File: config.mk
export PLATFORM = sky130hd
export DESIGN_NAME = console_line_mux
export DESIGN_NICKNAME = d
export VERILOG_FILES = /design/src/rtl/console_line_mux_pkg.sv /design/src/rtl/cons_prio_pick.sv /design/src/rtl/cons_tx_lane.sv /design/src/rtl/cons_rx_path.sv /design/src/rtl/console_line_mux.sv
export SDC_FILE = /design/constraint.sdc
export NUM_CORES = 1
export LEC_CHECK = 0
export ABC_AREA = 1
export BUFFER_PORTS_ARGS = -buffer_cell sky130_fd_sc_hd__buf_2
export CORE_UTILIZATION = 30
export DETAILED_ROUTE_END_ITERATION = 8
export MAX_ROUTING_LAYER = met4
export SLEW_MARGIN = 10
export SYNTH_ARGS = -nofsm -noshare
export SYNTH_HDL_FRONTEND = slang
export SYNTH_SLANG_ARGS = --single-unit
File: constraint.sdc
create_clock -name clk -period 1.9 [get_ports clk]
set_clock_uncertainty 0.2 [all_clocks]
set_input_delay 0.19 -clock clk [delete_from_list [all_inputs] [get_ports clk]]
set_output_delay 0.19 -clock clk [all_outputs]
set_load 0.01 [all_outputs]
File: src/rtl/console_line_mux_pkg.sv
// Package: register addresses and field positions shared by the selector,
// its sub-blocks and its checker. Assumes a word of at least 20 bits.
package console_line_mux_pkg;
    typedef enum logic [1:0] {
        ADDR_TXCS = 2'd0,
        ADDR_TXDB = 2'd1,
        ADDR_RXCS = 2'd2,
        ADDR_RXDB = 2'd3
    } reg_sel_e;

    localparam int          ID_W      = 4;
    localparam int          BIT_DONE  = 7;
    localparam int          BIT_IE    = 6;
    localparam int          BIT_RESEL = 15;
    localparam int          ID_LSB    = 8;
    localparam int          MASK_LSB  = 16;
    localparam logic [3:0]  ID_NONE   = 4'hF;
    localparam logic [3:0]  CARRIER   = 4'b1101;
endpackage

File: src/rtl/cons_prio_pick.sv
// Fixed-priority picker: reports whether any request is high and the index
// of the highest-numbered one. Purely combinational; assumes N <= 2**IW.
module cons_prio_pick #(
    parameter int N  = 4,
    parameter int IW = 4
) (
    input  logic [N-1:0]  req,
    output logic          hit,
    output logic [IW-1:0] idx
);
    // Scan upward so a later (higher) index overrides a lower one.
    always_comb begin
        hit = 1'b0;
        idx = '0;
        for (int i = 0; i < N; i++) begin
            if (req[i]) begin
                hit = 1'b1;
                idx = IW'(i);
            end
        end
    end
endmodule

File: src/rtl/cons_tx_lane.sv
// One transmit line: holds a character and presents it as valid until the
// far end accepts it. Assumes load is only asserted for the selected line.
module cons_tx_lane #(
    parameter int CW = 8
) (
    input  logic          clk,
    input  logic          rst_n,
    input  logic          load,
    input  logic [CW-1:0] load_char,
    input  logic          tx_ready,
    output logic          tx_valid,
    output logic [CW-1:0] tx_data,
    output logic          xfer,
    output logic          idle_next
);
    logic          busy;
    logic [CW-1:0] hold;

    assign xfer      = busy & tx_ready;
    assign idle_next = !load && !(busy && !tx_ready);
    assign tx_valid  = busy;
    assign tx_data   = hold;

    // Busy/character register: load wins over a completion in the same cycle.
    always_ff @(posedge clk) begin
        if (!rst_n) begin
            busy <= 1'b0;
            hold <= '0;
        end else if (load) begin
            busy <= 1'b1;
            hold <= load_char;
        end else if (xfer) begin
            busy <= 1'b0;
        end
    end
endmodule

File: src/rtl/cons_rx_path.sv
// Receive side: takes one character from the highest-ID offering line while
// no character is held, tags it with the source ID and manages receive done,
// enable and interrupt. Assumes lines hold rx_valid until rx_ready.
module cons_rx_path #(
    parameter int N  = 4,
    parameter int CW = 8,
    parameter int IW = 4
) (
    input  logic          clk,
    input  logic          rst_n,
    input  logic [N-1:0]  rx_valid,
    input  logic [N*CW-1:0] rx_data,
    output logic [N-1:0]  rx_ready,
    input  logic          csr_wr,
    input  logic          ie_wdata,
    input  logic          db_rd,
    output logic          done,
    output logic          ie,
    output logic          irq,
    output logic [CW-1:0] char_q,
    output logic [IW-1:0] src_q
);
    logic          hit;
    logic [IW-1:0] idx;
    logic          accept;
    logic          ie_n, done_n, irq_n;

    cons_prio_pick #(.N(N), .IW(IW)) u_pick (
        .req (rx_valid),
        .hit (hit),
        .idx (idx)
    );

    assign accept = hit && !done;

    // Accept strobe toward the winning line only.
    always_comb begin
        rx_ready = '0;
        if (accept) rx_ready[idx] = 1'b1;
    end

    // Next-state of enable, done and interrupt in software-visible order.
    always_comb begin
        ie_n   = csr_wr ? ie_wdata : ie;
        done_n = done;
        irq_n  = irq;
        if (db_rd) begin
            done_n = 1'b0;
            irq_n  = 1'b0;
        end
        if (accept) begin
            done_n = 1'b1;
            if (ie_n) irq_n = 1'b1;
        end
        if (csr_wr) begin
            if (!ie_n)       irq_n = 1'b0;
            else if (done_n) irq_n = 1'b1;
        end
    end

    // State registers and captured character.
    always_ff @(posedge clk) begin
        if (!rst_n) begin
            done   <= 1'b0;
            ie     <= 1'b0;
            irq    <= 1'b0;
            char_q <= '0;
            src_q  <= '0;
        end else begin
            done <= done_n;
            ie   <= ie_n;
            irq  <= irq_n;
            if (accept) begin
                char_q <= rx_data[idx*CW +: CW];
                src_q  <= idx;
            end
        end
    end
endmodule

File: src/rtl/console_line_mux.sv
// Top: four-line console selector. Transmit status holds the per-line enable
// mask and interrupt enable; a priority choice over enabled, idle lines is
// published as the selected ID and steers the next data write. Assumes one
// register access per cycle and NLINES <= 4 (ID field of four bits).
module console_line_mux
    import console_line_mux_pkg::*;
#(
    parameter int NLINES = 4,
    parameter int CHAR_W = 8,
    parameter int DATA_W = 32
) (
    input  logic                     clk,
    input  logic                     rst_n,
    input  logic                     reg_wr,
    input  logic                     reg_rd,
    input  logic [1:0]               reg_addr,
    input  logic [DATA_W-1:0]        reg_wdata,
    output logic [DATA_W-1:0]        reg_rdata,
    output logic [NLINES-1:0]        tx_valid,
    output logic [NLINES*CHAR_W-1:0] tx_data,
    input  logic [NLINES-1:0]        tx_ready,
    input  logic [NLINES-1:0]        rx_valid,
    input  logic [NLINES*CHAR_W-1:0] rx_data,
    output logic [NLINES-1:0]        rx_ready,
    output logic                     tx_irq,
    output logic                     rx_irq
);
    localparam logic [NLINES-1:0] EN_RESET = NLINES'(1);

    logic [NLINES-1:0] tx_en;
    logic              tx_ie, tx_done;
    logic [ID_W-1:0]   tx_id;

    logic              csr_wr, dat_wr, rxcs_wr, rxdb_rd;
    logic              id_valid, reselect, pick_hit;
    logic [ID_W-1:0]   pick_idx;
    logic [NLINES-1:0] lane_load, lane_xfer, lane_idle_next;
    logic [NLINES-1:0] en_n;
    logic              ie_n, done_n, irq_n;
    logic [ID_W-1:0]   id_n;

    logic              rx_done, rx_ie;
    logic [CHAR_W-1:0] rx_char;
    logic [ID_W-1:0]   rx_src;

    assign csr_wr   = reg_wr && (reg_addr == ADDR_TXCS);
    assign dat_wr   = reg_wr && (reg_addr == ADDR_TXDB);
    assign rxcs_wr  = reg_wr && (reg_addr == ADDR_RXCS);
    assign rxdb_rd  = reg_rd && (reg_addr == ADDR_RXDB);
    assign id_valid = (tx_id < ID_W'(NLINES));

    // One transmit lane per line; the load goes to the selected ID only.
    for (genvar g = 0; g < NLINES; g++) begin : g_lane
        assign lane_load[g] = dat_wr && id_valid && (tx_id == ID_W'(g));
        cons_tx_lane #(.CW(CHAR_W)) u_lane (
            .clk       (clk),
            .rst_n     (rst_n),
            .load      (lane_load[g]),
            .load_char (reg_wdata[CHAR_W-1:0]),
            .tx_ready  (tx_ready[g]),
            .tx_valid  (tx_valid[g]),
            .tx_data   (tx_data[g*CHAR_W +: CHAR_W]),
            .xfer      (lane_xfer[g]),
            .idle_next (lane_idle_next[g])
        );
    end

    assign en_n     = csr_wr ? reg_wdata[MASK_LSB +: NLINES] : tx_en;
    assign ie_n     = csr_wr ? reg_wdata[BIT_IE] : tx_ie;
    assign reselect = (|lane_xfer) || (csr_wr && reg_wdata[BIT_RESEL]);

    cons_prio_pick #(.N(NLINES), .IW(ID_W)) u_tx_pick (
        .req (en_n & lane_idle_next),
        .hit (pick_hit),
        .idx (pick_idx)
    );

    // Transmit next state: data write first, then reselection, then CSR IE rule.
    always_comb begin
        id_n   = tx_id;
        done_n = tx_done;
        irq_n  = tx_irq;
        if (dat_wr && id_valid) begin
            done_n = 1'b0;
            irq_n  = 1'b0;
        end
        if (reselect) begin
            id_n   = pick_hit ? pick_idx : ID_NONE;
            done_n = 1'b1;
            if (ie_n) irq_n = 1'b1;
        end
        if (csr_wr) begin
            if (!ie_n)       irq_n = 1'b0;
            else if (done_n) irq_n = 1'b1;
        end
    end

    // Transmit status registers.
    always_ff @(posedge clk) begin
        if (!rst_n) begin
            tx_en   <= EN_RESET;
            tx_ie   <= 1'b0;
            tx_done <= 1'b1;
            tx_irq  <= 1'b0;
            tx_id   <= '0;
        end else begin
            tx_en   <= en_n;
            tx_ie   <= ie_n;
            tx_done <= done_n;
            tx_irq  <= irq_n;
            tx_id   <= id_n;
        end
    end

    cons_rx_path #(.N(NLINES), .CW(CHAR_W), .IW(ID_W)) u_rx (
        .clk      (clk),
        .rst_n    (rst_n),
        .rx_valid (rx_valid),
        .rx_data  (rx_data),
        .rx_ready (rx_ready),
        .csr_wr   (rxcs_wr),
        .ie_wdata (reg_wdata[BIT_IE]),
        .db_rd    (rxdb_rd),
        .done     (rx_done),
        .ie       (rx_ie),
        .irq      (rx_irq),
        .char_q   (rx_char),
        .src_q    (rx_src)
    );

    // Read data multiplexer, combinational from state.
    always_comb begin
        reg_rdata = '0;
        unique case (reg_addr)
            ADDR_TXCS: begin
                reg_rdata[MASK_LSB +: NLINES] = tx_en;
                reg_rdata[ID_LSB +: ID_W]     = tx_id;
                reg_rdata[BIT_DONE]           = tx_done;
                reg_rdata[BIT_IE]             = tx_ie;
            end
            ADDR_RXCS: begin
                reg_rdata[BIT_DONE] = rx_done;
                reg_rdata[BIT_IE]   = rx_ie;
            end
            ADDR_RXDB: begin
                reg_rdata[MASK_LSB +: 4]  = CARRIER;
                reg_rdata[ID_LSB +: ID_W] = rx_src;
                reg_rdata[CHAR_W-1:0]     = rx_char;
            end
            default: reg_rdata = '0;
        endcase
    end
endmodule

==> out/metrics.yaml <==
yosys:
  ys.warnings.count: 0
  mappedNetlistArea_um2: 2990
  syn_avg_cell_area_um2: 6.72
  synthDistinctLibCells: 21
  synth_seq_cells: 59
  synth_flop_cell: "dfxtp_1"
  netlist_instances: 444
  async_flop_share_pct: 0
  synth-edff-count: 0
  ys_seq_area_share_pct: 39.6
route:
  dr.first_iter.drc_count: 98
  vias: 3246
  antenna_left: 0
  routedWlPerCell_um: 12.2
  first_pass_iters: 4
  drc_errors: 0
  drt-total-wl_um: 8890
  vias_per_cell: 4.44
worst_setup_path:
  crit_type: "in -> out"
  worstRegToRegCells: 5
  start_kind: "input pin"
  rr_endpoint: "g_lane[1].u_lane.tx_data[6]$_SDFFE_PN0P_"
  path_max_fanout: 7
  worst_r2r_startpoint: "tx_id[2]$_SDFFE_PN0N_"
  cp.arrival_ns: 1.40
  cp-end-kind: "output port"
  critPathBufInv: 4
  ff2ff_setup_slack_ns: 0.36
  required_ns: 1.51
  path_delay_family: "buffers and inverters"
  path_cells: "buf_2 > inv_1 > ha_1 > inv_1 > nand2_1 > o21ai_0 > buf_2"
  slowest_delay_ns: 0.32
  crit_path_top_delay_cell: "ha_1"
flow_run:
  max-cap-violations: 0
cts:
  htree_levels: 3
  cts_tree: "built"
  root_buffer: "clkbuf_8"
  clockBufferDepth: 2
  cts_sinks: 59
  cts_made_buffers: 9
  clkSlewWorstSetupHoldPaths_ns: 0.06
  insertion_delay_ns: 0.33
timing:
  finalCritPeriodShare_pct: 94.4
  slew_violations: 0
  post-route-min-period_ns: 1.79
  whs_ns: 0.0351
  rsz0062_at_grt: "false"
  setup_viol: 0
  fin_setup_tns_ns: 0
  fmax_ghz: 0.558
  final_hold_viol_count: 0
grt:
  met1_usage_pct: 21.3
  grt_busiest_layer: "met2"
  antenna_found_initial: 0
  first_global_vias: 3091
  grt_util_met3_pct: 3.93
  use_met2_pct: 30.3
  grt-ovfl-total: 0
  grt_max_degree: 24
  track_usage_pct: 18.2
  grt_pass1_wl_um: 14000
power_and_ir_drop:
  combPwrFrac_pct: 16.1
  power_density_nw_per_um2: 764
  power_mw: 3.22
  leakage_nw: 2.26
  vdd_drop_max_mv: 0.322
  power.share.clock_pct: 42.8
  p_sw_share_pct: 25.6
  power.switching_mw: 0.822
  seqPwrFrac_pct: 41.1
  p_int_mw: 2.39
layout:
  diodes: 0
  multi_input_area_um2: 1480
  utilization_pct: 43.2
  finish.instance_area_um2: 4210
  fillers: 1028
  drive_above_1_share_pct: 26.8
  syn_to_final_growth_pct: 40.9
  register_area_um2: 1180
  fin_nets: 676
die:
  initial_core_util_pct: 30.7
  dieArea_um2: 10400
  io_pins: 152
  die_w_um: 102
  die_h_um: 102
  core_um2: 9730
  rows: 36
place:
  io_buffers: 116
  gp_congestion: 0.808
  place_area_um2: 3610
  dp_hpwl_um: 6420
min_path:
  min_to: "g_lane[3].u_lane.tx_data[6]$_SDFFE_PN0P_"
  hp-class: "in -> reg"
  hp-start: "rst_n"
  holdPathStages: 3
status:
  status: "finished, final reports clean"
==> flip-flops by register name (all words and copies together), names as in the netlist <==
signal	flops
u_rx.done	1
tx_id	3
u_rx.src_q	2
tx_ie	1
tx_done	1
u_rx.ie	1
g_lane.u_lane.tx_data	32
u_rx.char_q	8
g_lane.u_lane.tx_valid	4
u_rx.irq	1
tx_irq	1
tx_en	4
==> power groups by stage <==
| stage | Combinational, mW | Sequential, mW | Clock, mW |
|---|---|---|---|
| after CTS | 0.500 | 1.32 | 1.42 |
| after detailed placement | 0.441 | 1.35 | 0 |
| after global routing | 0.583 | 1.33 | 1.46 |
| after floorplan | 0.293 | 1.35 | 0 |
| final | 0.516 | 1.32 | 1.38 |
| after global placement | 0.433 | 1.35 | 0 |
==> cells by family (layout without fill, tap and decap cells) <==
logic type | count (synthesis) | after routing | synth area share (%)
compound gates | 89 | 89 | 14.9
fa+ha+maj | 5 | 5 | 2.10
buf+inv | 77 | 216 | 12.9
flops | 59 | 59 | 39.6
other cells | 1 | 16 | 0.126
simple gates | 213 | 213 | 30.4
==> timing repair <==
| action | 4_1_cts | 5_1_grt |
|---|---|---|
| hold endpoints to repair | 42 | 0 |
| resized for setup | 0 | 6 |
| endpoints found under the setup margin | 0 | 10 |
| buffers inserted | 0 | 3 |
| hold buffers | 31 | 0 |
==> cell type report <==
type / count / share of cell area, %
well taps: 133 / 3.95
clock buffers: 13 / 4.25
clock inverters: 3 / 1.61
repair buffers: 157 / 23.0
inverters: 43 / 3.98
multi-input cells: 323 / 35.1
flip-flops and latches: 59 / 28.1
==> worst register-to-register path, cell delays in order, from the launching register on <==
cell and delay, ns:
dfxtp_1 0.47, nor2_8 0.10, nand2_4 0.13, clkinv_1 0.24, o21ai_0 0.22, a21oi_1 0.06
==> layout by cell type, fill, tap and decap left out, types with 2 or more instances in the layout <==
cell type and instances:
inv_2 3, buf_2 117, nand2_2 2, nand2_1 92, buf_4 8, o21ai_1 6, nand3_2 4, clkinv_1 2
dfxtp_1 59, clkinvlp_4 2, dlygate4sd3_1 31, a21oi_1 25, inv_1 36, bufinv_16 2, clkbuf_8 13, conb_1 16
o21ai_0 57, nand2_4 5, ha_1 5, nand3_1 18, nor2_1 90
==> how the worst max path moves through the flow <==
stage / from / end / slack, ns / cells after the start
finish: reg_addr[0] / reg_rdata[8] / 0.11 / 7
global placement: reg_addr[0] / reg_rdata[8] / 0.19 / 7
global route: u_rx.done$_SDFF_PN0_ / rx_ready[1] / 0.03 / 6
detailed placement: reg_addr[0] / reg_rdata[9] / 0.13 / 7
CTS: u_rx.done$_SDFF_PN0_ / rx_ready[1] / 0.07 / 6
floorplan: reg_addr[0] / reg_rdata[11] / 0.40 / 6
==> metal layers <==
| metal | vias to the layer above | part of all wire, % | wire, um |
|---|---|---|---|
| li1 | 1665 | - | - |
| met2 | 90 | 49 | 4330 |
| met5 | - | 0 | 0 |
| met3 | 15 | 3.9 | 345 |
| met1 | 1476 | 46 | 4070 |
| met4 | 0 | 1.6 | 140 |
==> cell usage after synthesis (5+ instances only) <==
cell      count  area [um2]
nand2_1      92         345
nor2_1       90         338
dfxtp_1      59        1180
o21ai_0      58         290
inv_1        37         139
a21oi_1      25         125
buf_4        22         165
nand3_1      18        90.1
clkbuf_1      6        22.5
o21ai_1       6        30.0
buf_2         5        25.0
ha_1          5        62.6
nand2_4       5        56.3
==> metrics by stage <==
| stage | cells | setup slack [ns] |
|---|---|---|
| after global placement | 680 | 0.187 |
| after floorplan | 459 | 0.404 |
| after global routing | 731 | 0.0252 |
| after detailed placement | 680 | 0.128 |
| after CTS | 727 | 0.0687 |
| final | 731 | 0.107 |
Power figures use the tool's default switching activity.
